===== src/rtl/drv_gate_pkg.sv =====
package drv_gate_pkg;
  localparam int unsigned NFLT      = 5;
  localparam int unsigned FLT_EN    = 0;
  localparam int unsigned FLT_MAIN  = 1;
  localparam int unsigned FLT_HRAIL = 2;
  localparam int unsigned FLT_LRAIL = 3;
  localparam int unsigned FLT_TEMP  = 4;
  localparam int unsigned NCH       = 2;
  localparam int unsigned CH_HS     = 0;
  localparam int unsigned CH_LS     = 1;
  typedef logic [NFLT-1:0] flt_vec_t;
endpackage


===== src/rtl/hyst_det.sv =====
// Threshold detector with hysteresis and optional release qualification.
module hyst_det #(
  parameter int unsigned W          = 8,
  parameter logic [W-1:0] SET_TH    = '0,
  parameter logic [W-1:0] CLR_TH    = '0,
  parameter bit          HIGH_FAULT = 1'b0,
  parameter int unsigned REL_CYC    = 0,
  parameter bit          RST_FAULT  = 1'b1
) (
  input  logic         clk_i,
  input  logic         rst_ni,
  input  logic [W-1:0] code_i,
  output logic         fault_o
);
  localparam int unsigned CW = (REL_CYC > 0) ? $clog2(REL_CYC + 1) : 1;
  localparam logic [CW-1:0] CNT_END = CW'(REL_CYC);

  logic          trip, clr;
  logic          fault_q;
  logic [CW-1:0] cnt_q;

  generate
    if (HIGH_FAULT) begin : g_high
      assign trip = (code_i >= SET_TH);
      assign clr  = (code_i <= CLR_TH);
    end else begin : g_low
      assign trip = (code_i < SET_TH);
      assign clr  = (code_i >= CLR_TH);
    end
  endgenerate

  always_ff @(posedge clk_i or negedge rst_ni) begin
    if (!rst_ni) begin
      fault_q <= RST_FAULT;
      cnt_q   <= '0;
    end else if (!fault_q) begin
      cnt_q <= '0;
      if (trip) fault_q <= 1'b1;
    end else if (trip || !clr) begin
      cnt_q <= '0;
    end else if (cnt_q == CNT_END) begin
      fault_q <= 1'b0;
      cnt_q   <= '0;
    end else begin
      cnt_q <= cnt_q + 1'b1;
    end
  end

  // trip path bypasses the register so the cut is immediate
  assign fault_o = fault_q | trip;
endmodule


===== src/rtl/chan_arm.sv =====
// Per-channel re-arm: pass only after a low command is seen while unblocked.
module chan_arm (
  input  logic clk_i,
  input  logic rst_ni,
  input  logic blk_i,
  input  logic cmd_i,
  output logic drv_o
);
  logic arm_q;

  always_ff @(posedge clk_i or negedge rst_ni) begin
    if (!rst_ni)             arm_q <= 1'b0;
    else if (blk_i)          arm_q <= 1'b0;
    else if (!cmd_i)         arm_q <= 1'b1;
  end

  assign drv_o = cmd_i & arm_q & ~blk_i;
endmodule


===== src/rtl/drv_gate_top.sv =====
module drv_gate_top
  import drv_gate_pkg::*;
#(
  parameter int unsigned MAIN_W       = 8,
  parameter int unsigned RAIL_W       = 10,
  parameter int unsigned TEMP_W       = 8,
  parameter int unsigned MAIN_ON      = 85,
  parameter int unsigned MAIN_OFF     = 80,
  parameter int unsigned RAIL_ON      = 440,
  parameter int unsigned RAIL_OFF     = 420,
  parameter int unsigned TEMP_TRIP    = 150,
  parameter int unsigned TEMP_REL     = 100,
  parameter int unsigned MAIN_REL_CYC = 16
) (
  input  logic              clk_i,
  input  logic              rst_ni,
  input  logic              en_i,
  input  logic              hs_cmd_i,
  input  logic              ls_cmd_i,
  input  logic [MAIN_W-1:0] vmain_code_i,
  input  logic [RAIL_W-1:0] vhi_code_i,
  input  logic [RAIL_W-1:0] vlo_code_i,
  input  logic [TEMP_W-1:0] temp_code_i,
  output logic              hs_o,
  output logic              ls_o,
  output logic [NFLT-1:0]   fault_o
);
  logic              main_flt, temp_flt;
  logic [NCH-1:0]    rail_flt;
  logic [RAIL_W-1:0] rail_code [NCH];
  logic [NCH-1:0]    cmd, blk, drv;

  assign rail_code[CH_HS] = vhi_code_i;
  assign rail_code[CH_LS] = vlo_code_i;
  assign cmd[CH_HS]       = hs_cmd_i;
  assign cmd[CH_LS]       = ls_cmd_i;

  hyst_det #(
    .W(MAIN_W), .SET_TH(MAIN_W'(MAIN_OFF)), .CLR_TH(MAIN_W'(MAIN_ON)),
    .HIGH_FAULT(1'b0), .REL_CYC(MAIN_REL_CYC), .RST_FAULT(1'b1)
  ) u_main_uv (
    .clk_i(clk_i), .rst_ni(rst_ni), .code_i(vmain_code_i), .fault_o(main_flt)
  );

  hyst_det #(
    .W(TEMP_W), .SET_TH(TEMP_W'(TEMP_TRIP)), .CLR_TH(TEMP_W'(TEMP_REL)),
    .HIGH_FAULT(1'b1), .REL_CYC(0), .RST_FAULT(1'b0)
  ) u_therm (
    .clk_i(clk_i), .rst_ni(rst_ni), .code_i(temp_code_i), .fault_o(temp_flt)
  );

  generate
    for (genvar c = 0; c < NCH; c++) begin : g_ch
      hyst_det #(
        .W(RAIL_W), .SET_TH(RAIL_W'(RAIL_OFF)), .CLR_TH(RAIL_W'(RAIL_ON)),
        .HIGH_FAULT(1'b0), .REL_CYC(0), .RST_FAULT(1'b1)
      ) u_rail_uv (
        .clk_i(clk_i), .rst_ni(rst_ni), .code_i(rail_code[c]), .fault_o(rail_flt[c])
      );

      assign blk[c] = ~en_i | main_flt | temp_flt | rail_flt[c];

      chan_arm u_arm (
        .clk_i(clk_i), .rst_ni(rst_ni), .blk_i(blk[c]), .cmd_i(cmd[c]), .drv_o(drv[c])
      );
    end
  endgenerate

  assign hs_o = drv[CH_HS];
  assign ls_o = drv[CH_LS];

  always_comb begin
    fault_o            = '0;
    fault_o[FLT_EN]    = ~en_i;
    fault_o[FLT_MAIN]  = main_flt;
    fault_o[FLT_HRAIL] = rail_flt[CH_HS];
    fault_o[FLT_LRAIL] = rail_flt[CH_LS];
    fault_o[FLT_TEMP]  = temp_flt;
  end
endmodule


===== config.mk =====
export PLATFORM = sky130hd
export DESIGN_NAME = drv_gate_top
export DESIGN_NICKNAME = d
export VERILOG_FILES = /design/src/rtl/drv_gate_pkg.sv /design/src/rtl/hyst_det.sv /design/src/rtl/chan_arm.sv /design/src/rtl/drv_gate_top.sv
export SDC_FILE = /design/constraint.sdc
export NUM_CORES = 1
export LEC_CHECK = 0
export BUFFER_PORTS_ARGS = -buffer_cell sky130_fd_sc_hd__buf_2
export CORE_MARGIN = 8
export CORE_UTILIZATION = 47
export CTS_BUF_LIST = sky130_fd_sc_hd__clkbuf_4
export DETAILED_ROUTE_END_ITERATION = 16
export PLACE_DENSITY = 0.87
export SLEW_MARGIN = 20
export SYNTH_ARGS = -nofsm -noshare
export SYNTH_HDL_FRONTEND = slang
export SYNTH_SLANG_ARGS = --single-unit

===== constraint.sdc =====
create_clock -name clk_i -period 2.3 [get_ports clk_i]
set_input_delay 0.23 -clock clk_i [delete_from_list [all_inputs] [get_ports clk_i]]
set_output_delay 0.23 -clock clk_i [all_outputs]
set_load 0.05 [all_outputs]

# Yosys cells after proc, flatten, opt, wreduce, memory -nomap -nowiden
# Index checks and enable logic that the tools add are counted.
op_classes:
  addsub: 4
  magnitude_cmp: 8
  eq_ne: 3
  n_mux: 32
  bitwise_logic: 15
  reduce_logical: 8
op_table:
  columns: ["operator", "n"]
  rows:
  - ["$mux 1", 29]
  - ["$ge 10x9->1 const B", 2]
  - ["$lt 10x9->1 const B", 2]
  - ["$mux 5", 3]
  - ["$ge 8x7->1 const B", 1]
  - ["$ge 8x8->1 const B", 1]
  - ["$le 8x7->1 const B", 1]
  - ["$lt 8x7->1 const B", 1]
  - ["$or 1x1->1", 8]
  - ["$add 5x1->5 const B", 1]
  - ["$eq 5x5->1 const B", 1]
  - ["$and 1x1->1", 4]
  - ["$logic_not 1->1", 4]
  - ["$logic_or 1x1->1", 4]
  - ["$ne 2x1->1 const B", 2]
  - ["$add 1x1->1 const B", 3]
  - ["$not 1->1", 3]
totals:
  register_bits: 14
  output_inout_bits: 7
  word_cells: 80

# Longest topological paths before layout
# Gate-level depths: netlist (run 1).
logic_depth:
  word_depth: 7
  mapped_depth: 5

# Hierarchy
# Synthesis (run 1) repeated with hierarchy kept, for this count alone.
hier_totals:
  hier_cells: 79
  hier_area_um2: 711.9
by_module_without_submodules:
  columns: ["module", "instances", "cells_per_inst", "area_each_um2"]
  rows:
  - ["hyst_det at u_main_uv", 1, 32, 337.8]
  - ["hyst_det at g_ch[0].u_rail_uv ...", 2, 11, 81.3]
  - ["chan_arm", 2, 5, 45.0]
  - ["hyst_det at u_therm", 1, 10, 82.6]
  - ["drv_gate_top", 1, 5, 38.8]

# Worst setup path before layout (run 1)
# Ideal clock, no wire load.
synth_path:
  kind: "flip-flop to output port"
  startpoint: "register g_ch[0].u_rail_uv.fault_q"
  endpoint: "output hs_o"
  arrival_time_ns: 2.252
  required_ns: 2.070
  path_slack_ns: -0.182
  stages_incl_launch_ff: 4
  cell_sequence: "dfstp_2 -> and4b_1 -> a221oi_4 -> nor4_1"
synth_between:
  elab_chain_cells: 4
synth_rtl:
  columns: ["item", "line_no", "source"]
  rows:
  - ["start: declaration", "hyst_det.sv:19", "logic fault_q;"]
  - ["start signal: assignment", "hyst_det.sv:34", "fault_q <= RST_FAULT;"]
  - ["start signal: assignment", "hyst_det.sv:38", "if (trip) fault_q <= 1'b1;"]
  - ["start signal: assignment", "hyst_det.sv:42", "fault_q <= 1'b0;"]
  - ["$or 1x1->1", "hyst_det.sv:50", "assign fault_o = fault_q | trip;"]
  - ["named net g_ch[0].u_rail_uv.fault_o", "hyst_det.sv:13", "output logic fault_o"]
  - ["$or 1x1->1", "drv_gate_top.sv:61", "assign blk[c] = ~en_i | main_flt | temp_flt | rail_flt[c];"]
  - ["$not 1->1", "chan_arm.sv:17", "assign drv_o = cmd_i & arm_q & ~blk_i;"]
  - ["$and 1x1->1", "chan_arm.sv:17", null]
  - ["end: declaration", "drv_gate_top.sv:24", "output logic hs_o,"]
# The timed path passes the listed nets, and every way through them passes these cells.

# Worst setup path after layout (run 1)
layout_path:
  startpoint: "register g_ch[1].u_rail_uv.fault_q"
  endpoint: "output fault_o[3]"
layout_between:
  elab_chain_cells: 1
layout_rtl:
  columns: ["item", "line_no", "source"]
  rows:
  - ["start: declaration", "hyst_det.sv:19", null]
  - ["start signal: assignment", "hyst_det.sv:34", null]
  - ["start signal: assignment", "hyst_det.sv:38", null]
  - ["start signal: assignment", "hyst_det.sv:42", null]
  - ["$or 1x1->1", "hyst_det.sv:50", null]
  - ["end: declaration", "drv_gate_top.sv:26", "output logic [NFLT-1:0] fault_o"]
# No other way between the ends.

==> impl_metrics.env, run 1 <==
export IMPL_max_stage_delay_ns=0.54
export IMPL_drive_above_1_share=0.496
export IMPL_synth_edf_count=0
export IMPL_fin_setup_tns_ns=0
export IMPL_p_leak_uw=0.000487
export IMPL_grt_overflow=0
export IMPL_tightest_slew_ns=0.572
export IMPL_layout_nets=165
export IMPL_core_area_um2=1520
export IMPL_wl_per_cell_um=14.0
export IMPL_critPathMaxFanout=3
export IMPL_skew_ns=0.00367
export IMPL_syn_num_nets=120
export IMPL_h_tree_depth=1
export IMPL_antennaDiodeCount=0
export IMPL_critPathBufInv=1
export IMPL_numPortBuffers=43
export IMPL_grt_pass1_wl_mm=3.33
export IMPL_syn_area_um2=769
export IMPL_cts_sinks=11
export IMPL_hold_class="input pin to flip-flop"
export IMPL_num_vias=764
export IMPL_crit_path_start="g_ch[1].u_rail_uv.fault_q"
export IMPL_drt_initial_drc_count=13
export IMPL_cp_top_family="flip-flops"
export IMPL_total_power_uw=541
export IMPL_slowest_stage="dfstp_2"
export IMPL_slew_headroom=0.615
export IMPL_min_period_over_period=0.826
export IMPL_setup_worst_path_start_class="flip-flop"
export IMPL_rr_worst_depth=5
export IMPL_gp_congestion=0.742
export IMPL_cap_violations=0
export IMPL_setup_violations_final=0
export IMPL_worstHoldStart="hs_cmd_i"
export IMPL_die_w_um=56.5
export IMPL_dieArea_um2=3190
export IMPL_cp_required_ns=2.07
export IMPL_antenna_found_initial=0
export IMPL_crit_chain="and4b_1 > a221oi_4 > buf_2"
export IMPL_ys_ff_latch=11
export IMPL_grt_setup_unrepaired="false"
export IMPL_clock_latency_ns=0.26
export IMPL_dr_pass1_iters=4
export IMPL_start_util=0.505
export IMPL_path_clk_slew_ns=0.07
export IMPL_place_hpwl_mm=1.69
export IMPL_io_pins=48
export IMPL_rows=14
export IMPL_hold_violations=0
export IMPL_ir_drop_mv=0.414
export IMPL_cts_setup_buffers=0
export IMPL_cts_root_buffer="clkbuf_4"
export IMPL_cts_resized=0
export IMPL_viasPerCell=5.58
export IMPL_wirelength_mm=1.92
export IMPL_clock_fmax_ghz=0.526
export IMPL_cts_made_buffers=3
export IMPL_cts_buffer_depth=2
export IMPL_synth_cell_type_count=30
export IMPL_synth_yosys_seq_area_share=0.363
export IMPL_drc_errors=0
export IMPL_avgSynthCellArea_um2=9.99
export IMPL_critPathArrivalTime_ns=1.67
export IMPL_grt_usage=0.123
export IMPL_die_y_um=56.5
export IMPL_synth_ff_type="dfrtp_1"
export IMPL_async_flop_share=1.00
export IMPL_slew_violations=0
export IMPL_holdBufCountCts=1
export IMPL_grt_pass1_vias=788
export IMPL_power_density_nw_per_um2=530
export IMPL_min_period_ns=1.90
export IMPL_r2r_start="u_main_uv.cnt_q[0]"
export IMPL_grt_max_degree=12
export IMPL_hold_depth=2
export IMPL_ys_warn_count=0
export IMPL_status="completed"
export IMPL_criticalPathCategory="flip-flop to output pin"
export IMPL_syn_inst=77
export IMPL_setup_worst_path_end_class="output pin"
export IMPL_cp_depth=3
export IMPL_area_delta_synth_final_pct=32.7
export IMPL_cts_tree="done"
export IMPL_final_antenna_net_count=0
[flip-flops by register name, indices dropped and copies added (netlist names)]
signal	cells
g_ch.u_arm.arm_q	2
g_ch.u_rail_uv.fault_q	2
u_main_uv.cnt_q	5
u_main_uv.fault_q	1
u_therm.fault_q	1
[worst paths after layout]
check,end,slack (ns)
setup reg to reg,u_main_uv.cnt_q[2],0.88
hold / removal,g_ch[0].u_arm.arm_q,0.17
min in group asynchronous,u_main_uv.cnt_q[0],0.36
max in group asynchronous,u_main_uv.fault_q,1.68
hold reg to reg,u_main_uv.cnt_q[0],0.50
setup / recovery,fault_o[3],0.40
[through the flow]
stage	cell area [µm²]	utilization	hold slack (ns)	worst slack (ns)	instances
final	1020	0.670	0.165	0.400	137
after floorplan	776	-	-0.0656	0.367	77
after CTS	1020	0.670	0.168	0.400	137
after global placement	981	0.644	0.107	0.719	132
after detailed placement	981	0.644	0.109	0.686	132
after global routing	1020	0.670	0.150	0.337	137
[routing by layer]
layer | wire, µm | track usage | up-vias
met5 | 0 | 0 | -
met4 | 31 | 0.0515 | 0
met3 | 156 | 0.0494 | 4
met2 | 1070 | 0.221 | 26
met1 | 665 | 0.120 | 361
li1 | - | - | 373
[cells in the mapped netlist (2+ instances only)]
cell | number | area (µm²)
buf_4 | 4 | 30.0
nand4_1 | 2 | 12.5
ha_1 | 2 | 25.0
or3_4 | 2 | 22.5
nand3_1 | 2 | 10.0
a21oi_1 | 3 | 15.0
nor3_1 | 6 | 30.0
o21a_1 | 4 | 30.0
and4b_1 | 4 | 40.0
nand2_1 | 5 | 18.8
a221oi_4 | 2 | 52.6
dfrtp_1 | 8 | 200
dfstp_2 | 3 | 78.8
o21ai_0 | 3 | 15.0
inv_1 | 10 | 37.5
a31oi_1 | 2 | 12.5
xor2_1 | 2 | 17.5
[layout make-up]
cell class	count	area, µm²
timing repair buffer	44	225
clock buffer	4	30.0
fill	133	503
inverter	10	37.5
multi-input combinational	52	429
tap	16	20.0
sequential	11	279
[logic make-up after synthesis]
family          share of synthesized area
buf+inv                            0.0878
fa+ha+maj                          0.0325
flops                               0.363
simple gates                        0.203
xor+xnor                           0.0342
compound gates                      0.280
[power breakdown]
group | switching [µW] | internal, µW
logic | 90.6 | 71.0
clock network | 62.2 | 78.7
registers | 21.1 | 218
total | 174 | 368
[placed cells by master, fill, tap and decap left out, drive strengths merged]
cell / count
nor3: 6
a221oi: 2
o41a: 1
ha: 2
and4b: 4
clkbuf: 4
dfrtp: 8
a31oi: 2
xnor2: 1
a21oi: 4
or3: 2
o2bb2ai: 1
nor2: 1
nor4: 2
dlygate4sd3: 1
buf: 43
nand4: 2
o211ai: 2
o21a: 4
xor2: 2
dfstp: 3
o31ai: 1
nand2: 5
a2111oi: 2
o21ai: 4
nand3: 2
inv: 10
(Power assumes the default switching activity.)
==> inputs of run 2 (changes only) <==
--- a/config.mk
+++ b/config.mk
@@ -7,10 +7,10 @@
 export LEC_CHECK = 0
 export BUFFER_PORTS_ARGS = -buffer_cell sky130_fd_sc_hd__buf_2
 export CORE_MARGIN = 8
-export CORE_UTILIZATION = 47
+export CORE_UTILIZATION = 43
 export CTS_BUF_LIST = sky130_fd_sc_hd__clkbuf_4
 export DETAILED_ROUTE_END_ITERATION = 16
-export PLACE_DENSITY = 0.87
+export PLACE_DENSITY = 0.8
 export SLEW_MARGIN = 20
 export SYNTH_ARGS = -nofsm -noshare
 export SYNTH_HDL_FRONTEND = slang
==> constraint.sdc (replaced) <==
create_clock -name clk_i -period 1.8 [get_ports clk_i]
set_input_delay 0.18 -clock clk_i [delete_from_list [all_inputs] [get_ports clk_i]]
set_output_delay 0.18 -clock clk_i [all_outputs]
set_load 0.05 [all_outputs]
==> run 2 against run 1 <==
Net effect:
- largest cell class unchanged
- global-route usage up 0.21 points
- routed wire length up 8.3%
- sequential power up 29%
- via count down 1.8%
- worst hold slack worse by 0.066 ns
==> impl_metrics.env, run 2 (synthesized netlist as in run 1, its figures left out) <==
export IMPL_status="completed"
export IMPL_start_util=0.451
export IMPL_power_density_nw_per_um2=658
export IMPL_skew_ns=0.00378
export IMPL_cp_required_ns=1.62
export IMPL_num_vias=750
export IMPL_path_clk_slew_ns=0.07
export IMPL_gp_congestion=0.732
export IMPL_antenna_found_initial=0
export IMPL_tightest_slew_ns=0.614
export IMPL_h_tree_depth=1
export IMPL_slew_headroom=0.587
export IMPL_die_w_um=58.3
export IMPL_cap_violations=0
export IMPL_grt_overflow=0
export IMPL_critPathMaxFanout=3
export IMPL_max_stage_delay_ns=0.54
export IMPL_largest_reg_flops=5
export IMPL_setup_worst_path_end_class="output pin"
export IMPL_grt_pass1_vias=783
export IMPL_grt_pass1_wl_mm=3.34
export IMPL_die_y_um=58.3
export IMPL_critPathBufInv=1
export IMPL_final_common_cell="buf_2"
export IMPL_layout_setup_ws_ns=0.0253
export IMPL_hold_class="input pin to flip-flop"
export IMPL_cp_top_family="flip-flops"
export IMPL_grt_usage=0.125
export IMPL_area_delta_synth_final_pct=39.5
export IMPL_nFillCells=146
export IMPL_place_hpwl_mm=1.82
export IMPL_dieArea_um2=3400
export IMPL_setup_violations_final=0
export IMPL_clock_latency_ns=0.27
export IMPL_critPathArrivalTime_ns=1.59
export IMPL_cts_made_buffers=3
export IMPL_grt_max_degree=12
export IMPL_min_period_ns=1.77
export IMPL_top_register="u_main_uv.cnt_q"
export IMPL_wl_per_cell_um=14.0
export IMPL_ir_drop_mv=0.534
export IMPL_cts_buffer_depth=2
export IMPL_min_period_over_period=0.986
export IMPL_dr_pass1_iters=4
export IMPL_crit_chain="and4b_1 > a221oi_4 > nor4_4 > buf_6"
export IMPL_grt_setup_unrepaired="true"
export IMPL_top_regs="u_main_uv.cnt_q: 5 flops, g_ch.u_arm.arm_q: 2 flops, g_ch.u_rail_uv.fault_q: 2 flops"
export IMPL_clock_fmax_ghz=0.563
export IMPL_final_antenna_net_count=0
export IMPL_cts_root_buffer="clkbuf_4"
export IMPL_dp_slack_ns=0.194
export IMPL_setup_worst_path_start_class="flip-flop"
export IMPL_numPortBuffers=43
export IMPL_cts_tree="done"
export IMPL_fin_setup_tns_ns=0
export IMPL_hold_violations=0
export IMPL_layout_common_cells="buf_2, inv_1, dfrtp_1"
export IMPL_io_pins=48
export IMPL_viasPerCell=5.07
export IMPL_p_leak_uw=0.000507
export IMPL_antennaDiodeCount=0
export IMPL_drc_errors=0
export IMPL_cts_sinks=11
export IMPL_drive_above_1_share=0.504
export IMPL_slew_violations=0
export IMPL_criticalPathCategory="flip-flop to output pin"
export IMPL_core_area_um2=1710
export IMPL_rows=15
export IMPL_drt_initial_drc_count=10
export IMPL_layout_nets=167
export IMPL_wirelength_mm=2.08
export IMPL_slowest_stage="dfstp_2"
-- run 2: what timing repair did --
item,CTS,global route
buffers inserted,0,1
setup endpoints to repair,4,4
pin swaps,3,2
hold buffers,1,0
gates resized for setup,6,0
hold endpoints to repair,8,0
-- run 2: worst paths after layout --
kind                                        endpoint  slack, ns  cells past startpoint                      start
hold reg to reg                   u_main_uv.cnt_q[0]       0.51                      1         u_main_uv.cnt_q[0]
setup reg to reg                  u_main_uv.cnt_q[3]       0.34                      5         u_main_uv.cnt_q[0]
max in group asynchronous  g_ch[0].u_rail_uv.fault_q       1.23                      2                     rst_ni
hold / removal                   g_ch[0].u_arm.arm_q        0.1                      2                   hs_cmd_i
setup / recovery                                ls_o       0.03                      4  g_ch[1].u_rail_uv.fault_q
min in group asynchronous         u_main_uv.cnt_q[2]       0.30                      2                     rst_ni
-- run 2: where the power goes --
group          switching [µW]  leakage [µW]  internal, µW
logic                     117      0.000351          97.2
registers                29.8      0.000138           278
clock network            83.1     0.0000184           101
total                     230      0.000507           477
-- run 2: layer usage --
layer | part of all wire | track usage | up-vias
li1 | - | - | 376
met1 | 0.35 | 0.106 | 348
met2 | 0.57 | 0.255 | 22
met3 | 0.060 | 0.0391 | 4
met4 | 0.013 | 0.0524 | 0
met5 | 0 | 0 | -
-- run 2: final cells by class --
class	count	area [µm²]	area share
clock buffer	4	30.0	0.0280
inverter	10	37.5	0.0350
multi-input combinational	52	438	0.408
sequential	11	279	0.260
tap	25	31.3	0.0291
timing repair buffer	46	258	0.240
-- run 2: metrics by stage --
stage | cells | cell area, µm² | hold WS (ns) | utilization | total power [µW]
floorplan | 77 | 785 | -0.116 | - | 445
global placement | 142 | 1010 | 0.0547 | 0.590 | 510
detailed placement | 142 | 1010 | 0.0625 | 0.590 | 519
CTS | 147 | 1070 | 0.103 | 0.624 | 709
global route | 148 | 1070 | 0.107 | 0.629 | 743
finish | 148 | 1070 | 0.0989 | 0.629 | 707
